### config.mk
export PLATFORM = sky130hd
export DESIGN_NAME = soft_power_latch
export DESIGN_NICKNAME = d
export VERILOG_FILES = /design/src/rtl/soft_power_latch.sv
export SDC_FILE = /design/constraint.sdc
export NUM_CORES = 1
export LEC_CHECK = 0
export BUFFER_PORTS_ARGS = -buffer_cell sky130_fd_sc_hd__buf_2
export CAP_MARGIN = 20
export CORE_UTILIZATION = 59
export DETAILED_ROUTE_END_ITERATION = 10
export GPL_ROUTABILITY_DRIVEN = 1
export PLACE_DENSITY_LB_ADDON = 0.2
export SYNTH_ARGS = -nofsm -noshare
export SYNTH_HDL_FRONTEND = slang
export SYNTH_SLANG_ARGS = --single-unit
### constraint.sdc
create_clock -name clk -period 2.28 [get_ports clk]
set_input_delay 0.228 -clock clk [delete_from_list [all_inputs] [get_ports clk]]
set_output_delay 0.228 -clock clk [all_outputs]
set_load 0.03 [all_outputs]
### src/rtl/soft_power_latch.sv
module soft_power_latch #(
  parameter int DEBOUNCE_TICKS = 20,
  parameter int IDLE_TICKS     = 8000,
  parameter int STEP_TICKS     = 1
) (
  input  logic clk,
  input  logic rst_n,
  input  logic tick_i,
  input  logic pwr_btn_i,
  input  logic mode_btn_i,
  input  logic meas_busy_i,
  output logic hold_o,
  output logic rail_a_en_o,
  output logic rail_b_en_o,
  output logic rail_main_en_o,
  output logic range_req_o,
  output logic mode_o
);
  localparam int DW = $clog2(DEBOUNCE_TICKS + 1);
  localparam int IW = $clog2(IDLE_TICKS + 1);
  localparam int SW = $clog2(STEP_TICKS + 1);

  typedef enum logic [2:0] {ST_ON, ST_DROP, ST_A_OFF, ST_B_OFF, ST_DONE} state_t;

  state_t state;
  logic [1:0] raw, flip, level;
  logic [IW-1:0] idle_cnt;
  logic [SW-1:0] step_cnt;
  logic on, activity, expire;

  assign raw = {mode_btn_i, pwr_btn_i};

  for (genvar b = 0; b < 2; b++) begin : g_btn
    logic s1, s2, deb;
    logic [DW-1:0] cnt;
    always_ff @(posedge clk or negedge rst_n) begin
      if (!rst_n) begin
        s1  <= 1'b0;
        s2  <= 1'b0;
        deb <= (b == 0);
        cnt <= '0;
      end else begin
        s1 <= raw[b];
        s2 <= s1;
        if (s2 == deb) cnt <= '0;
        else if (tick_i) begin
          if (cnt == DW'(DEBOUNCE_TICKS - 1)) begin
            deb <= s2;
            cnt <= '0;
          end else cnt <= cnt + 1'b1;
        end
      end
    end
    assign flip[b]  = tick_i && (s2 != deb) && (cnt == DW'(DEBOUNCE_TICKS - 1));
    assign level[b] = s2;
  end

  assign on       = (state == ST_ON);
  assign activity = |flip || meas_busy_i;
  assign expire   = on && !activity && tick_i && (idle_cnt == IW'(IDLE_TICKS - 1));

  always_ff @(posedge clk or negedge rst_n) begin
    if (!rst_n) idle_cnt <= '0;
    else if (activity) idle_cnt <= '0;
    else if (on && tick_i && !expire) idle_cnt <= idle_cnt + 1'b1;
  end

  always_ff @(posedge clk or negedge rst_n) begin
    if (!rst_n) begin
      state    <= ST_ON;
      step_cnt <= '0;
    end else if (on) begin
      if (expire) state <= ST_DROP;
    end else if (state != ST_DONE && tick_i) begin
      if (step_cnt == SW'(STEP_TICKS - 1)) begin
        step_cnt <= '0;
        case (state)
          ST_DROP:  state <= ST_A_OFF;
          ST_A_OFF: state <= ST_B_OFF;
          default:  state <= ST_DONE;
        endcase
      end else step_cnt <= step_cnt + 1'b1;
    end
  end

  always_ff @(posedge clk or negedge rst_n) begin
    if (!rst_n) begin
      range_req_o <= 1'b0;
      mode_o      <= 1'b0;
    end else begin
      range_req_o <= on && flip[0] && level[0];
      if (on && flip[1] && level[1]) mode_o <= !mode_o;
    end
  end

  assign hold_o         = on;
  assign rail_a_en_o    = (state == ST_ON) || (state == ST_DROP);
  assign rail_b_en_o    = rail_a_en_o || (state == ST_A_OFF);
  assign rail_main_en_o = (state != ST_DONE);

  p_pulse_r4: assert property (@(posedge clk) disable iff (!rst_n)
    range_req_o |=> !range_req_o);
  p_hold_latched_r9: assert property (@(posedge clk) disable iff (!rst_n)
    !hold_o |=> !hold_o);
  p_no_req_off_r9: assert property (@(posedge clk) disable iff (!rst_n)
    !hold_o |=> !range_req_o);
  p_mode_frozen_r9: assert property (@(posedge clk) disable iff (!rst_n)
    !hold_o |=> $stable(mode_o));
  p_a_after_hold_r8: assert property (@(posedge clk) disable iff (!rst_n)
    $fell(rail_a_en_o) |-> !hold_o);
  p_b_after_a_r8: assert property (@(posedge clk) disable iff (!rst_n)
    $fell(rail_b_en_o) |-> !rail_a_en_o);
  p_main_after_b_r8: assert property (@(posedge clk) disable iff (!rst_n)
    $fell(rail_main_en_o) |-> !rail_b_en_o);
  p_busy_keeps_on_r7: assert property (@(posedge clk) disable iff (!rst_n)
    (hold_o && meas_busy_i) |=> hold_o);
endmodule

==> impl_results.md <==
* Per-cell routed wire length at 15.0 um
* Hold crit path type: in -> reg
* Worst hold endpoint: state[0]$_DFFE_PN0P_
* Synthesis warning total at 0
* Yosys top cell by area: dfrtp_1
* Sequential cell area fraction in the yosys report at 49.2%
* R2R Path End: idle_cnt[6]$_DFFE_PN0P_
* Num rows at 19
* DIE WIDTH at 56.2 um
* Primary FF master, synth: dfrtp_1
* Pins Over Slew Limit at 0
* Status: complete, no violations
* Max Freq at 495 MHz
* Most frequent cells in the layout: 33 x dfrtp_1, 17 x a21oi_1, 13 x nand2_1
* Cts repair resizes at 0
* Setup slack at placement at 249 ps
* Initial Util at 62.8%
* Post-CTS Setup Bufs at 0
* Post-synth EDFFs at 0
* Critical R2R Launch: state[2]$_DFFE_PN0P_
* TNS Setup at 0 ps
* HPWL after DPL at 2260 um
* R2r worst-path depth at 4
* Synth Cell Area at 0.00173 sq mm
* Initial antenna violation count at 0
* Clk sinks at 34
* Least-Margin Pin Slew at 735 ps
* TritonCTS clock tree: yes
* RSZ-0062 raised after global routing: false
* Commonest non-fill, non-tap cell in the layout: dfrtp_1
* Area Growth Syn to Fin at 8.96%
* First-pass GRT wire length at 5640 um
* Worst Hold Depth at 3
* Clk slew on worst S/H paths at 100 ps
* Avg Cell Area, Syn at 10.0 sq um
* Fin worst setup slack at 258 ps
* Vias at 1,354
* Diodes inserted at 0
* Pin count of the biggest net entering global routing at 35
* Final period util at 88.7%
* H-tree levels at 2
* Final Hold Fails at 0
* # nets final at 198
* Iter 0 DRT Violations at 68
* Die area at 0.00316 sq mm
* Async SR Flop Fraction at 100%
* Setup CP Type: reg -> reg
* Endpoints failing setup at 0
* Tmin final at 2020 ps
* Startpoint Class: flip-flop
* R2R Setup Slk at 260 ps
* Gpl congestion at 0.803
* Ports at 12
* Post-Syn Nets at 182
* Top cells by area, synth: dfrtp_1 48%, a21oi_1 4.9%, o21ai_0 2.9%, nand2_1 2.8%, nor2_1 2.6%
* Grt total ovfl at 0
* Max FO, Critical Path at 9
* CTS root buffer: clkbuf_4
* Number of max-cap violations at 0
* I/O Buffers at 11
* Worst EP required at 2560 ps
* Core area at 0.00276 sq mm
* Residual DRC at 0
* Filler instances at 227
* Normalized max-slew margin at 51.0%
* Total Routing Usage GR at 23.8%
* Crit. End Element: flip-flop
* IR drop worst, VDD at 0.564 mV
* CTS buffer count at 5
* Clock Latency Late Sink at 350 ps
* Mapped Cells at 173
* CTS max path bufs at 2
* Antenna-violating nets left at 0
* Via/cell ratio at 6.13
* Hold buffers post-CTS at 3
* Area share of the largest cell type after synthesis at 47.7%
* P per Cell Area at 700 mW/mm^2
* #FFs+latches synth at 34
* Vias in the first global route at 1,344
* Hold path start: meas_busy_i
* Distinct cells, synth at 42
* Router iterations before antenna repair at 4
* Arrival time worst endpoint at 2300 ps
* Die span in y at 56.2 um
* Routed WL at 3310 um
* Final Skew at 9.66 ps
* Lkg Pwr at 0.000800 uW
* Share of layout cells above drive strength 1 at 14.7%
routing by layer:
| layer | share of wire (%) | up-vias | routed length [um] | GRT usage, % |
|---|---|---|---|---|
| li1 | - | 667 | - | - |
| met4 | 1.8 | 0 | 58 | 11.5 |
| met2 | 47 | 34 | 1550 | 36.4 |
| met1 | 46 | 648 | 1540 | 29.2 |
| met5 | 0 | - | 0 | 0 |
| met3 | 5.0 | 5 | 165 | 9.77 |
how the worst max path moves through the flow:
| stage | endpoint | start | slack (ps) |
|---|---|---|---|
| after floorplan | idle_cnt[6]$_DFFE_PN0P_ | state[2]$_DFFE_PN0P_ | 260 |
| after global placement | idle_cnt[6]$_DFFE_PN0P_ | tick_i | 300 |
| after detailed placement | idle_cnt[6]$_DFFE_PN0P_ | tick_i | 250 |
| after CTS | idle_cnt[6]$_DFFE_PN0P_ | state[2]$_DFFE_PN0P_ | 260 |
| after global routing | idle_cnt[11]$_DFFE_PN0P_ | state[0]$_DFFE_PN0P_ | 180 |
| final | idle_cnt[6]$_DFFE_PN0P_ | state[2]$_DFFE_PN0P_ | 260 |
worst max-delay path, cell delays in order, from the launching register on:
cell     delay, ps
dfrtp_1        480
or4b_4         610
or3_1          400
or3_1          330
a21oi_2        130
sequential cells by signal, indices dropped and copies added (netlist names):
| register | cells |
|---|---|
| state | 3 |
| g_btn.deb | 2 |
| mode_o | 1 |
| idle_cnt | 13 |
| g_btn.cnt | 10 |
| g_btn.s2 | 2 |
| g_btn.s1 | 2 |
| range_req_o | 1 |
synth_stat cells, types with 3 or more instances:
master and count:
nand4_1 5, inv_1 3, xnor2_1 3, a21oi_1 17
nor2_1 12, xor2_1 3, nor3_1 4, nor2b_1 5
ha_1 3, nand2_1 13, or3_1 5, mux2i_1 3
o21ai_0 10, o31ai_1 6, or4_1 6, dfrtp_1 33
nand3_1 5
through the flow:
stage | instances | utilization (%) | power [uW] | instance area (sq um) | hold WS (ps)
floorplan | 173 | - | 927 | 1730 | -67.6
CTS | 221 | 68.4 | 1340 | 1890 | 167
finish | 221 | 68.4 | 1320 | 1890 | 175
global route | 221 | 68.4 | 1390 | 1890 | 160
global placement | 210 | 65.2 | 965 | 1800 | 319
detailed placement | 210 | 65.2 | 976 | 1800 | 337
cell families after synthesis:
logic type / after synthesis / synth area share (%)
muxes: 5 / 3.03
xor gates and xnor gates: 6 / 3.04
DFF: 34 / 49.2
AOI/OAI and AO/OA: 41 / 13.9
and+or+nand+nor: 73 / 25.1
adders and majority gates: 3 / 2.17
buffers and inverters: 11 / 3.61
area by class of cell:
| cell class | count | area [sq um] | share of cell area [%] |
|---|---|---|---|
| timing repair buffer | 17 | 108 | 5.70 |
| clock inverter | 1 | 5.00 | 0.265 |
| multi-input combinational | 128 | 817 | 43.3 |
| clock buffer | 7 | 55.1 | 2.92 |
| sequential | 34 | 852 | 45.2 |
| tap | 31 | 38.8 | 2.06 |
| inverter | 3 | 11.3 | 0.597 |
report_power, final:
group | internal, uW | switching, uW
combinational | 99.0 | 174
clock | 149 | 202
sequential | 635 | 60.6
total | 883 | 437
Note: power is estimated with default switching activity, not from simulation.
